## src/rtl/cbc_pkg.sv

```systemverilog
package cbc_pkg;

    localparam int CODE_W     = 10;
    localparam int OFFSET_MV  = 25;
    localparam int CEILING_MV = 1000;

    typedef logic [CODE_W-1:0] code_t;

    typedef struct packed {
        code_t sense;
        code_t limit;
    } meas_t;

    // Saturating threshold: min(limit, ceiling) - offset, floored at zero
    function automatic code_t trip_threshold(code_t limit);
        code_t eff;
        eff = (limit > code_t'(CEILING_MV)) ? code_t'(CEILING_MV) : limit;
        return (eff >= code_t'(OFFSET_MV)) ? code_t'(eff - code_t'(OFFSET_MV)) : '0;
    endfunction

endpackage

```

## src/rtl/cbc_edge_sync.sv

```systemverilog
module cbc_edge_sync #(
    parameter int STAGES = 2
) (
    input  logic clk,
    input  logic rst,
    input  logic async_in,
    output logic level,
    output logic rise
);

    logic [STAGES-1:0] chain;
    logic              prev;

    genvar g;
    generate
        for (g = 0; g < STAGES; g++) begin : g_stage
            if (g == 0) begin : g_first
                always_ff @(posedge clk) begin
                    if (rst) chain[0] <= 1'b0;
                    else     chain[0] <= async_in;
                end
            end else begin : g_rest
                always_ff @(posedge clk) begin
                    if (rst) chain[g] <= 1'b0;
                    else     chain[g] <= chain[g-1];
                end
            end
        end
    endgenerate

    always_ff @(posedge clk) begin
        if (rst) prev <= 1'b0;
        else     prev <= chain[STAGES-1];
    end

    assign level = chain[STAGES-1];
    assign rise  = chain[STAGES-1] & ~prev;

endmodule

```

## src/rtl/cbc_trip_detect.sv

```systemverilog
module cbc_trip_detect
    import cbc_pkg::*;
(
    input  logic  clk,
    input  logic  rst,
    input  code_t sense_in,
    input  code_t limit_in,
    output logic  trip
);

    meas_t meas_q;
    code_t thresh;

    always_ff @(posedge clk) begin
        if (rst) meas_q <= '0;
        else begin
            meas_q.sense <= sense_in;
            meas_q.limit <= limit_in;
        end
    end

    always_comb begin
        thresh = trip_threshold(meas_q.limit);
        trip   = (meas_q.sense >= thresh);
    end

endmodule

```

## src/rtl/cbc_fault_latch.sv

```systemverilog
module cbc_fault_latch (
    input  logic clk,
    input  logic rst,
    input  logic trip,
    input  logic pwm_rise,
    output logic blocked,
    output logic flag
);

    logic clear_ok;

    always_comb begin
        clear_ok = pwm_rise & ~trip;
        blocked  = trip | (flag & ~clear_ok);
    end

    always_ff @(posedge clk) begin
        if (rst) flag <= 1'b0;
        else     flag <= blocked;
    end

endmodule

```

## src/rtl/cbc_limit_guard.sv

```systemverilog
module cbc_limit_guard
    import cbc_pkg::*;
#(
    parameter int SYNC_STAGES = 2
) (
    input  logic              clk,
    input  logic              rst,
    input  logic              pwm_in,
    input  logic [CODE_W-1:0] sense_code,
    input  logic [CODE_W-1:0] limit_code,
    output logic              gate_out,
    output logic              fault_flag
);

    logic pwm_sync;
    logic pwm_rise;
    logic trip_now;
    logic drive_blocked;

    cbc_edge_sync #(.STAGES(SYNC_STAGES)) u_sync (
        .clk      (clk),
        .rst      (rst),
        .async_in (pwm_in),
        .level    (pwm_sync),
        .rise     (pwm_rise)
    );

    cbc_trip_detect u_trip (
        .clk      (clk),
        .rst      (rst),
        .sense_in (sense_code),
        .limit_in (limit_code),
        .trip     (trip_now)
    );

    cbc_fault_latch u_latch (
        .clk      (clk),
        .rst      (rst),
        .trip     (trip_now),
        .pwm_rise (pwm_rise),
        .blocked  (drive_blocked),
        .flag     (fault_flag)
    );

    assign gate_out = ~rst & pwm_sync & ~drive_blocked;

endmodule

```

## config.mk

```make
export PLATFORM = sky130hd
export DESIGN_NAME = cbc_limit_guard
export DESIGN_NICKNAME = d
export VERILOG_FILES = /design/src/rtl/cbc_pkg.sv /design/src/rtl/cbc_edge_sync.sv /design/src/rtl/cbc_trip_detect.sv /design/src/rtl/cbc_fault_latch.sv /design/src/rtl/cbc_limit_guard.sv
export SDC_FILE = /design/constraint.sdc
export NUM_CORES = 1
export LEC_CHECK = 0
export BUFFER_PORTS_ARGS = -buffer_cell sky130_fd_sc_hd__buf_2
export CORE_MARGIN = 2
export CORE_UTILIZATION = 35
export CTS_CLUSTER_SIZE = 10
export DETAILED_ROUTE_END_ITERATION = 10
export GPL_TIMING_DRIVEN = 0
export PLACE_DENSITY_LB_ADDON = 0.12
export SKIP_LAST_GASP = 1
export SLEW_MARGIN = 15
export SYNTH_ARGS = -nofsm -noshare
export SYNTH_HDL_FRONTEND = slang
export SYNTH_SLANG_ARGS = --single-unit
```

## constraint.sdc

```tcl
create_clock -name clk -period 4.9 [get_ports clk]
set_input_delay 0.245 -clock clk [delete_from_list [all_inputs] [get_ports clk]]
set_output_delay 0.245 -clock clk [all_outputs]
set_load 0.01 [all_outputs]
```

=== Yosys cells after proc, flatten, opt, wreduce, memory -nomap -nowiden ===
Index checks and enable logic that the tools add are counted.

* Bits in registers: 24
* Bits of input ports: 23
* Output and inout bits: 2
* Logic and storage cells: 23

* $add $sub $neg: 1
* Order comparisons: 3
* Mux-type cells: 2
* Bitwise operators: 11

{| class="wikitable"
|+ Operators with widths
! operator !! number
|-
| $mux W10 || 2
|-
| $ge A10 B10 Y1 || 1
|-
| $ge A10 B5 Y1 const B || 1
|-
| $gt A10 B10 Y1 const B || 1
|-
| $sub A10 B5 Y10 const B || 1
|-
| $and A1 B1 Y1 || 5
|-
| $not A1 Y1 || 5
|-
| $or A1 B1 Y1 || 1
|}

=== Logic depth before layout (Yosys ltp) ===
Gate-level depths: netlist of run 1.

* Depth after elaboration: 12
* Mapped depth: 19

=== Cells and area by module ===
Synthesis of run 1 repeated with hierarchy kept, for this count alone.

* Cell total of the unflattened synthesis: 133
* Area, all modules: 1211.2 sq um

{| class="wikitable"
|+ Modules (own cells, without submodules)
! module !! instances !! cells each !! area an instance (sq um)
|-
| cbc_trip_detect || 1 || 120 || 1061.0
|-
| cbc_edge_sync || 1 || 7 || 87.6
|-
| cbc_fault_latch || 1 || 5 || 50.0
|-
| cbc_limit_guard || 1 || 1 || 12.5
|}

=== Worst setup path after synthesis of run 1 ===
No wires, ideal clock.

* Path kind: reg2out
* Start: reg u_trip.meas_q[5] (netlist bit)
* End: out gate_out
* Arrival: 3628 ps
* Data required time: 4655 ps
* Setup slack: 1027 ps
* Stages on the path, launching flop included: 19
* Buffers on the path: 2
* Path through: dfxtp_1 -> o211ai_2 -> or2_1 -> clkbuf_1 -> and2_1 -> inv_2 -> ha_1 -> nand4_1 -> o21ai_4 -> a21oi_1 -> or3_1 -> buf_2 -> and2_4 -> ha_1 -> nand2b_1 -> a211oi_1 -> o211ai_1 -> a311o_1 -> a21boi_1

* Longest elaborated chain between the ends: 12
* Elaborated cells between the ends (all ways): 13
* Classes of those cells: add/sub (1); order compare (3); mux (2); bitwise (7)

{| class="wikitable"
|+ RTL lines
! element !! line !! RTL
|-
| start, declared || cbc_trip_detect.sv:11 || <nowiki>meas_t meas_q;</nowiki>
|-
| $gt A10 B10 Y1 || cbc_pkg.sv:17 || <nowiki>eff = (limit > code_t'(CEILING_MV)) ? code_t'(CEILING_MV) : limit;</nowiki>
|-
| $mux W10 (*) || cbc_pkg.sv:17 ||
|-
| $sub A10 B5 Y10 / $ge A10 B5 Y1 (equally long branches) || cbc_pkg.sv:18 || <nowiki>return (eff >= code_t'(OFFSET_MV)) ? code_t'(eff - code_t'(OFFSET_MV)) : '0;</nowiki>
|-
| $mux W10 (*) || cbc_pkg.sv:18 ||
|-
| $ge A10 B10 Y1 (*) || cbc_trip_detect.sv:24 || <nowiki>trip = (meas_q.sense >= thresh);</nowiki>
|-
| $not A1 Y1 || cbc_fault_latch.sv:13 || <nowiki>clear_ok = pwm_rise & ~trip;</nowiki>
|-
| $and A1 B1 Y1 || cbc_fault_latch.sv:13 ||
|-
| $not A1 Y1 || cbc_fault_latch.sv:14 || <nowiki>blocked = trip | (flag & ~clear_ok);</nowiki>
|-
| $and A1 B1 Y1 || cbc_fault_latch.sv:14 ||
|-
| $or A1 B1 Y1 (*) || cbc_fault_latch.sv:14 ||
|-
| $not A1 Y1 (*) || cbc_limit_guard.sv:45 || <nowiki>assign gate_out = ~rst & pwm_sync & ~drive_blocked;</nowiki>
|-
| $and A1 B1 Y1 (*) || cbc_limit_guard.sv:45 ||
|-
| end, declared || cbc_limit_guard.sv:11 || <nowiki>output logic gate_out,</nowiki>
|}

Every way passes the cells marked *; elsewhere a longest branch is shown, timed or not.

=== Worst setup path in the final report of run 1 ===
Same ends and word-level chain as after synthesis.

==> impl_results.md, run 1 <==
* Starting Density at 36.4%
* First-pass GRT wire length at 3860 um
* Worst r2r dst: u_latch.flag
* Final Hold Fails at 0
* Net count after synthesis at 169
* Clk pin slew, worst setup/hold paths at 0.14 ns
* Top cell family by delay on the critical path: compound AO/OA/AOI/OAI gates
* Setup slack, reg-to-reg at 0.89 ns
* CP required at 4.66 ns
* CP Max Fanout at 8
* Post-Syn Instances at 134
* Tmin final at 4.60 ns
* Total congestion overflow at 0
* R2R depth at 18
* # Post-CTS Setup Buffers at 0
* Worst hold endpoint: u_trip.meas_q[19]
* Post-DRT Antenna Nets at 0
* Post-route DRC at 0
* Crit path launch type: register
* Status: finished, final reports clean
* EDFF count, synth at 0
* Fmax at 217 MHz
* Mapped Area at 0.00121 mm^2
* Final estimated routing congestion in global placement at 0.871
* Die width at 62.9 um
* H-tree depth at 1
* WP data arrival at 4.35 ns
* Worst Tran Pin Value at 0.511 ns
* Total CTS buffers at 3
* Hold Crit Start: sense_code[9]
* Number of I/O pins at 25
* Design area at 0.00145 mm^2
* Period utilization at 93.9%
* CP Capture Type: output port
* Register bit total from synthesis at 24
* DR pass1 iterations at 5
* Yosys warning count at 0
* Initial antenna violation count at 0
* Clock sink total at 24
* Max_cap viols at 0
* FP Rows at 21
* Worst-Skew Late Latency at 0.32 ns
* Peak VDD IR at 0.127 mV
* Sequential share of the synthesized area at 39.6%
* CTS tree: done
* Worst path cell trace: o211ai_2 -> or2_1 -> clkbuf_1 -> and2_1 -> inv_2 -> ha_1 -> nand4_1 -> o21ai_4 -> a21oi_1 -> or3_1 -> buf_2 -> and2_4 -> ha_1 -> nand2b_1 -> a211oi_1 -> o211ai_1 -> a311o_1 -> a21boi_1 -> buf_2
* Syn_area_per_cell at 9.06 um^2
* Endpoints failing setup at 0
* Overall die area at 0.00395 mm^2
* Skew final at 0.00887 ns
* I/O Buffers at 24
* Slew HR at 66.0%
* Placed cell areas at 0.00139 mm^2
* Final slew viol count at 0
* Leak Pwr at 0.000640 uW
* Avg Vias per Cell at 4.67
* Nets at 198
* Core area at 0.00334 mm^2
* Layout cells sized above 1 at 24.1%
* Vias in the first global route at 893
* Post-detail-place hpwl at 1840 um
* RSZ-0062 raised after global routing: no
* Slowest stage cell, crit path: dfxtp_2
* Cell count of the worst hold path at 2
* Synth cell types at 37
* Async S/R FF share, synth at 0%
* Routed WL at 2280 um
* Wire per inst at 11.0 um
* CTS root buf: clkbuf_4
* Setup ws final at 0.301 ns
* Critical R2R Launch: u_trip.meas_q[5]
* Worst Hold Class: in -> reg
* Largest net degree at the start of global routing at 15
* Tot GR Track Use at 12.3%
* CTS resizes at 0
* Dpl ws at 0.554 ns
* Hold_buf cts at 0
* Post-route setup TNS at 0 ns
* Ys flop type: dfxtp_1
* PD cells at 300 mW/mm^2
* Die Y at 62.9 um
* Layout area overhead at 19.2%
* DR iter-0 viols at 23
* FILL cells at 364
* Via Count at 971
* N_diodes at 0
* Crit Path Class: reg -> out
* WP buf/inv at 4
* Slowest cell delay on critical path at 0.41 ns
* Clock Path Buffers at 2
==> final cells by class <==
class | count | area, um^2 | share of cell area [%]
multi-input combinational | 99 | 688 | 47.6
tap | 46 | 57.6 | 3.98
buffer | 6 | 26.3 | 1.82
clock buffer | 3 | 22.5 | 1.56
timing repair buffer | 24 | 120 | 8.30
clock inverter | 1 | 30.0 | 2.08
sequential | 24 | 483 | 33.4
inverter | 5 | 18.8 | 1.30
==> through the flow <==
stage / util (%) / hold slack [ns] / std cells / total power, uW
after floorplan: - / 0.317 / 134 / 271
after global placement: 41.7 / 0.419 / 204 / 293
after detailed placement: 41.7 / 0.434 / 204 / 295
after CTS: 43.3 / 0.111 / 208 / 440
after global routing: 43.3 / 0.103 / 208 / 461
final: 43.3 / 0.121 / 208 / 433
==> power breakdown <==
group	internal, uW	switching, uW	total (uW)	leakage (uW)
logic	39.4	37.7	77.1	0.000412
registers	206	6.89	213	0.000200
clock network	82.7	60.2	143	0.0000279
total	328	105	433	0.000640
==> sequential cells by signal, summed over array words and instances, names as in the netlist <==
register	flops
u_trip.meas_q	20
u_latch.flag	1
u_sync.prev	1
u_sync.chain	1
u_sync.level	1
==> cells in the mapped netlist, types with 3 or more instances <==
cell type   n  area, um^2
nand2b_1    3        18.8
o21ai_1     3        15.0
a21oi_1     3        15.0
nor2b_1    23         144
ha_1       12         150
o21ai_0     7        35.0
nor2_1      4        15.0
o21a_1      3        22.5
buf_2       3        15.0
clkbuf_1    3        11.3
inv_1       4        15.0
dfxtp_1    24         480
nor3_1      3        15.0
nand3_1     3        15.0
nand2_1    10        37.5
==> cells in the final DEF (no fill, tap or decap) <==
cell / Yosys / routed
a311o_1: 1 / 1
a211oi_1: 2 / 2
and3b_1: 1 / 1
or2_2: 1 / 1
a21boi_1: 1 / 1
or2_1: 1 / 1
a31oi_1: 1 / 1
o41ai_1: 1 / 1
nand2b_1: 3 / 3
bufinv_16: 0 / 1
inv_1: 4 / 4
nand4_1: 2 / 2
o211ai_1: 2 / 2
nor2b_1: 23 / 23
clkbuf_1: 3 / 3
dfxtp_1: 24 / 22
and2_1: 1 / 1
and2_4: 1 / 1
o211ai_2: 1 / 1
o21ai_1: 3 / 3
o21ai_4: 1 / 1
or4_4: 1 / 1
a21oi_1: 3 / 3
xor2_1: 2 / 2
nor2_1: 4 / 4
a21o_1: 1 / 1
clkbuf_4: 0 / 3
or3_1: 1 / 1
o21a_1: 3 / 3
nand3_1: 3 / 3
o21ai_0: 7 / 7
xnor2_1: 1 / 1
nor3_1: 3 / 3
nand2_1: 10 / 10
and3_1: 1 / 1
inv_2: 1 / 1
ha_1: 12 / 12
dfxtp_2: 0 / 2
buf_2: 3 / 27
nor3b_1: 1 / 1
==> per-layer routing <==
| metal | global-route usage (%) | up-vias | share of wire, % |
|---|---|---|---|
| li1 | - | 514 | - |
| met5 | 0 | - | 0 |
| met4 | 6.39 | 0 | 3.2 |
| met2 | 19.0 | 22 | 44 |
| met1 | 15.6 | 429 | 49 |
| met3 | 3.24 | 6 | 4.0 |
==> logic make-up (layout without fill, tap and decap cells) <==
kind of cell	Yosys count	in the layout	synth area share [%]
and+or+nand+nor	57	57	26.8
AOI/OAI and AO/OA	27	27	15.4
buffers and inverters	11	39	3.71
DFF	24	24	39.6
xor gates and xnor gates	3	3	2.17
adders and majority gates	12	12	12.4
==> worst max path at each step <==
stage / startpoint / to / slack (ns) / cells after the start
after floorplan: u_trip.meas_q[5] / gate_out / 1.03 / 18
after global routing: u_trip.meas_q[5] / gate_out / 0.02 / 19
final: u_trip.meas_q[5] / gate_out / 0.30 / 19
after global placement: u_trip.meas_q[5] / gate_out / 0.62 / 19
after detailed placement: u_trip.meas_q[5] / gate_out / 0.55 / 19
after CTS: u_trip.meas_q[5] / gate_out / 0.18 / 19
Note: power is estimated with default switching activity, not from simulation.
==> run 2: changes to the inputs <==
--- a/config.mk
+++ b/config.mk
@@ -6,8 +6,10 @@
 export NUM_CORES = 1
 export LEC_CHECK = 0
 export BUFFER_PORTS_ARGS = -buffer_cell sky130_fd_sc_hd__buf_2
+export CELL_PAD_IN_SITES_DETAIL_PLACEMENT = 0
+export CELL_PAD_IN_SITES_GLOBAL_PLACEMENT = 2
 export CORE_MARGIN = 2
-export CORE_UTILIZATION = 35
+export CORE_UTILIZATION = 32
 export CTS_CLUSTER_SIZE = 10
 export DETAILED_ROUTE_END_ITERATION = 10
 export GPL_TIMING_DRIVEN = 0
==> constraint.sdc (replaced) <==
create_clock -name clk -period 4.9 [get_ports clk]
set_input_delay 0.49 -clock clk [delete_from_list [all_inputs] [get_ports clk]]
set_output_delay 0.49 -clock clk [all_outputs]
set_load 0.01 [all_outputs]
==> run 2 against run 1 <==
Clock skew down 0.0057 ns. Highest routed layer unchanged. Worst hold slack better by 0.30 ns. Global-route usage up 0.66 points. Sequential share of layout area down 0.92 points. Routed wire length up 5.5%. Clock power up 20%. Count of clock-buffer cells in the layout unchanged. Via count up 3.6%. Largest cell class unchanged. Die area up 8.8%.
==> impl_results.md, run 2 (synthesis results as in run 1) <==
* Layout area overhead at 23.5%
* Starting Density at 33.2%
* Nets at 198
* Total CTS buffers at 3
* Clock sink total at 24
* Cell count of the worst hold path at 2
* Wire per inst at 11.5 um
* Internal power at 358 uW
* Tmin final at 4.53 ns
* Switching pwr at 110 uW
* WP data arrival at 4.04 ns
* Via Count at 1006
* Slew HR at 66.2%
* RSZ-0062 raised after global routing: no
* Critical R2R Launch: u_trip.meas_q[7]
* Final Hold Fails at 0
* FF+latch area at 487 um^2
* Final slew viol count at 0
* H-tree depth at 1
* Overall die area at 0.00430 mm^2
* Avg Vias per Cell at 4.79
* Worst path cell trace: clkbuf_4 -> nand3_1 -> or2_4 -> and2_1 -> inv_2 -> ha_2 -> nand4_1 -> o21ai_4 -> a21oi_1 -> or3_1 -> buf_2 -> and2_4 -> ha_1 -> nand2b_1 -> a211oi_2 -> o211ai_1 -> a311o_1 -> a21boi_1 -> buf_2
* Die width at 65.6 um
* Setup slack, reg-to-reg at 1.13 ns
* Worst Tran Pin Value at 0.504 ns
* Core area at 0.00366 mm^2
* Tot GR Track Use at 13.0%
* Post-Place Cells at 206
* Leak Pwr at 0.000651 uW
* Period utilization at 92.5%
* Combinational power share at 17.5%
* DR iter-0 viols at 27
* Post-route DRC at 0
* Commonest non-fill, non-tap cell in the layout: buf_2
* Peak VDD IR at 0.177 mV
* Multi-input gate area at 707 um^2
* Total congestion overflow at 0
* Max_cap viols at 0
* PD cells at 312 mW/mm^2
* Post-route setup TNS at 0 ns
* CTS root buf: clkbuf_8
* Skew final at 0.00318 ns
* Crit. Startpoint: u_trip.meas_q[7]
* Max reg flops at 20
* Clock Path Buffers at 2
* Clk pin slew, worst setup/hold paths at 0.08 ns
* Largest net degree at the start of global routing at 15
* Clk pwr share at 36.8%
* I/O Buffers at 24
* CP required at 4.41 ns
* FP Rows at 22
* Fmax at 221 MHz
* CP Capture Type: output port
* N_diodes at 0
* Highest-count cells in the layout ignoring fill and taps: buf_2, nor2b_1, dfxtp_1, ha_1, nand2_1
* Worst r2r dst: u_latch.flag
* Worst Setup EP: gate_out
* Slowest cell delay on critical path at 0.33 ns
* Switching part of the total at 23.5%
* R2R depth at 18
* Initial antenna violation count at 0
* Most used cell, CP: buf_2
* FILL cells at 376
* Die Y at 65.6 um
* DR pass1 iterations at 4
* Routed WL at 2410 um
* Crit path launch type: register
* Sequential power share at 45.8%
* Post-Layout Cell Count at 210
* Status: finished, final reports clean
* Worst Hold Class: in -> reg
* Total power at 467 uW
* Crit Path Class: reg -> out
* Post-DRT Antenna Nets at 0
* Largest Register: u_trip.meas_q
* Post-detail-place hpwl at 1920 um
* Slowest stage cell, crit path: or3_1
* Worst-Skew Late Latency at 0.27 ns
* Endpoints failing setup at 0
* Hold_ws at 0.422 ns
* CP Max Fanout at 8
* First-pass GRT wire length at 4140 um
* Final estimated routing congestion in global placement at 0.757
* Vias in the first global route at 961
* Layout cells sized above 1 at 28.4%
* CTS tree: done
* Number of I/O pins at 25
[run 2: changes by cell type in the layout (fill, tap and decap cells not counted), moves of 2 or more]
cell	previous run	this run
buf_2	27	25
clkbuf_8	0	3
dfxtp_1	22	19
dfxtp_2	2	5
[run 2: critical path: cells and delay by family, from the launching register on]
kind            cells  cell delay, ns
compound gates      6            1.13
fa+ha+maj           2            0.45
simple gates        7            1.31
flops               1            0.32
buf+inv             4            0.55
[run 2: what timing repair did]
| item | CTS | global route |
|---|---|---|
| hold buffers | 0 | 0 |
| setup buffers | 0 | 1 |
| gates resized for setup | 2 | 9 |
| setup endpoints to repair | 1 | 1 |
| pin swaps | 0 | 3 |
[run 2: cell type report]
cell class,count,share of cell area (%)
plain buffers,5,1.84
clock buffers,3,2.75
clock inverters,1,2.00
inverters,5,1.25
multi-input cells,99,47.2
flip-flops and latches,24,32.5
well taps,48,4.01
repair buffers,25,8.51
[run 2: power groups by stage]
stage	sequential, uW	clock [uW]	combinational, uW
after floorplan	216	0	55.3
after global placement	218	0	77.0
after detailed placement	218	0	79.2
after CTS	213	178	79.6
after global routing	215	187	94.5
final	214	172	81.7
[run 2: worst min path at each step]
stage               startpoint           endpoint  slack (ns)
2_1_floorplan  u_sync.chain[0]       u_sync.level        0.41
4_1_cts          sense_code[2]  u_trip.meas_q[12]        0.42
3_3_place_gp   u_sync.chain[0]       u_sync.level        0.42
6_report         sense_code[2]  u_trip.meas_q[12]        0.42
5_1_grt          sense_code[2]  u_trip.meas_q[12]        0.43
3_5_place_dp   u_sync.chain[0]       u_sync.level        0.43
[run 2: through the flow]
step	worst slack [ns]	area, um^2	utilization (%)
2_1_floorplan	0.782	1210	-
3_3_place_gp	0.293	1390	38.1
3_5_place_dp	0.252	1390	38.1
4_1_cts	0.0172	1470	40.1
5_1_grt	0.0657	1500	40.9
6_report	0.366	1500	40.9
[run 2: per-layer routing]
layer,GRT usage (%),up-vias,part of all wire [%]
li1,-,517,-
met5,0,-,0
met3,2.57,5,3.6
met4,6.77,0,1.9
met1,16.4,467,49
met2,20.8,17,46
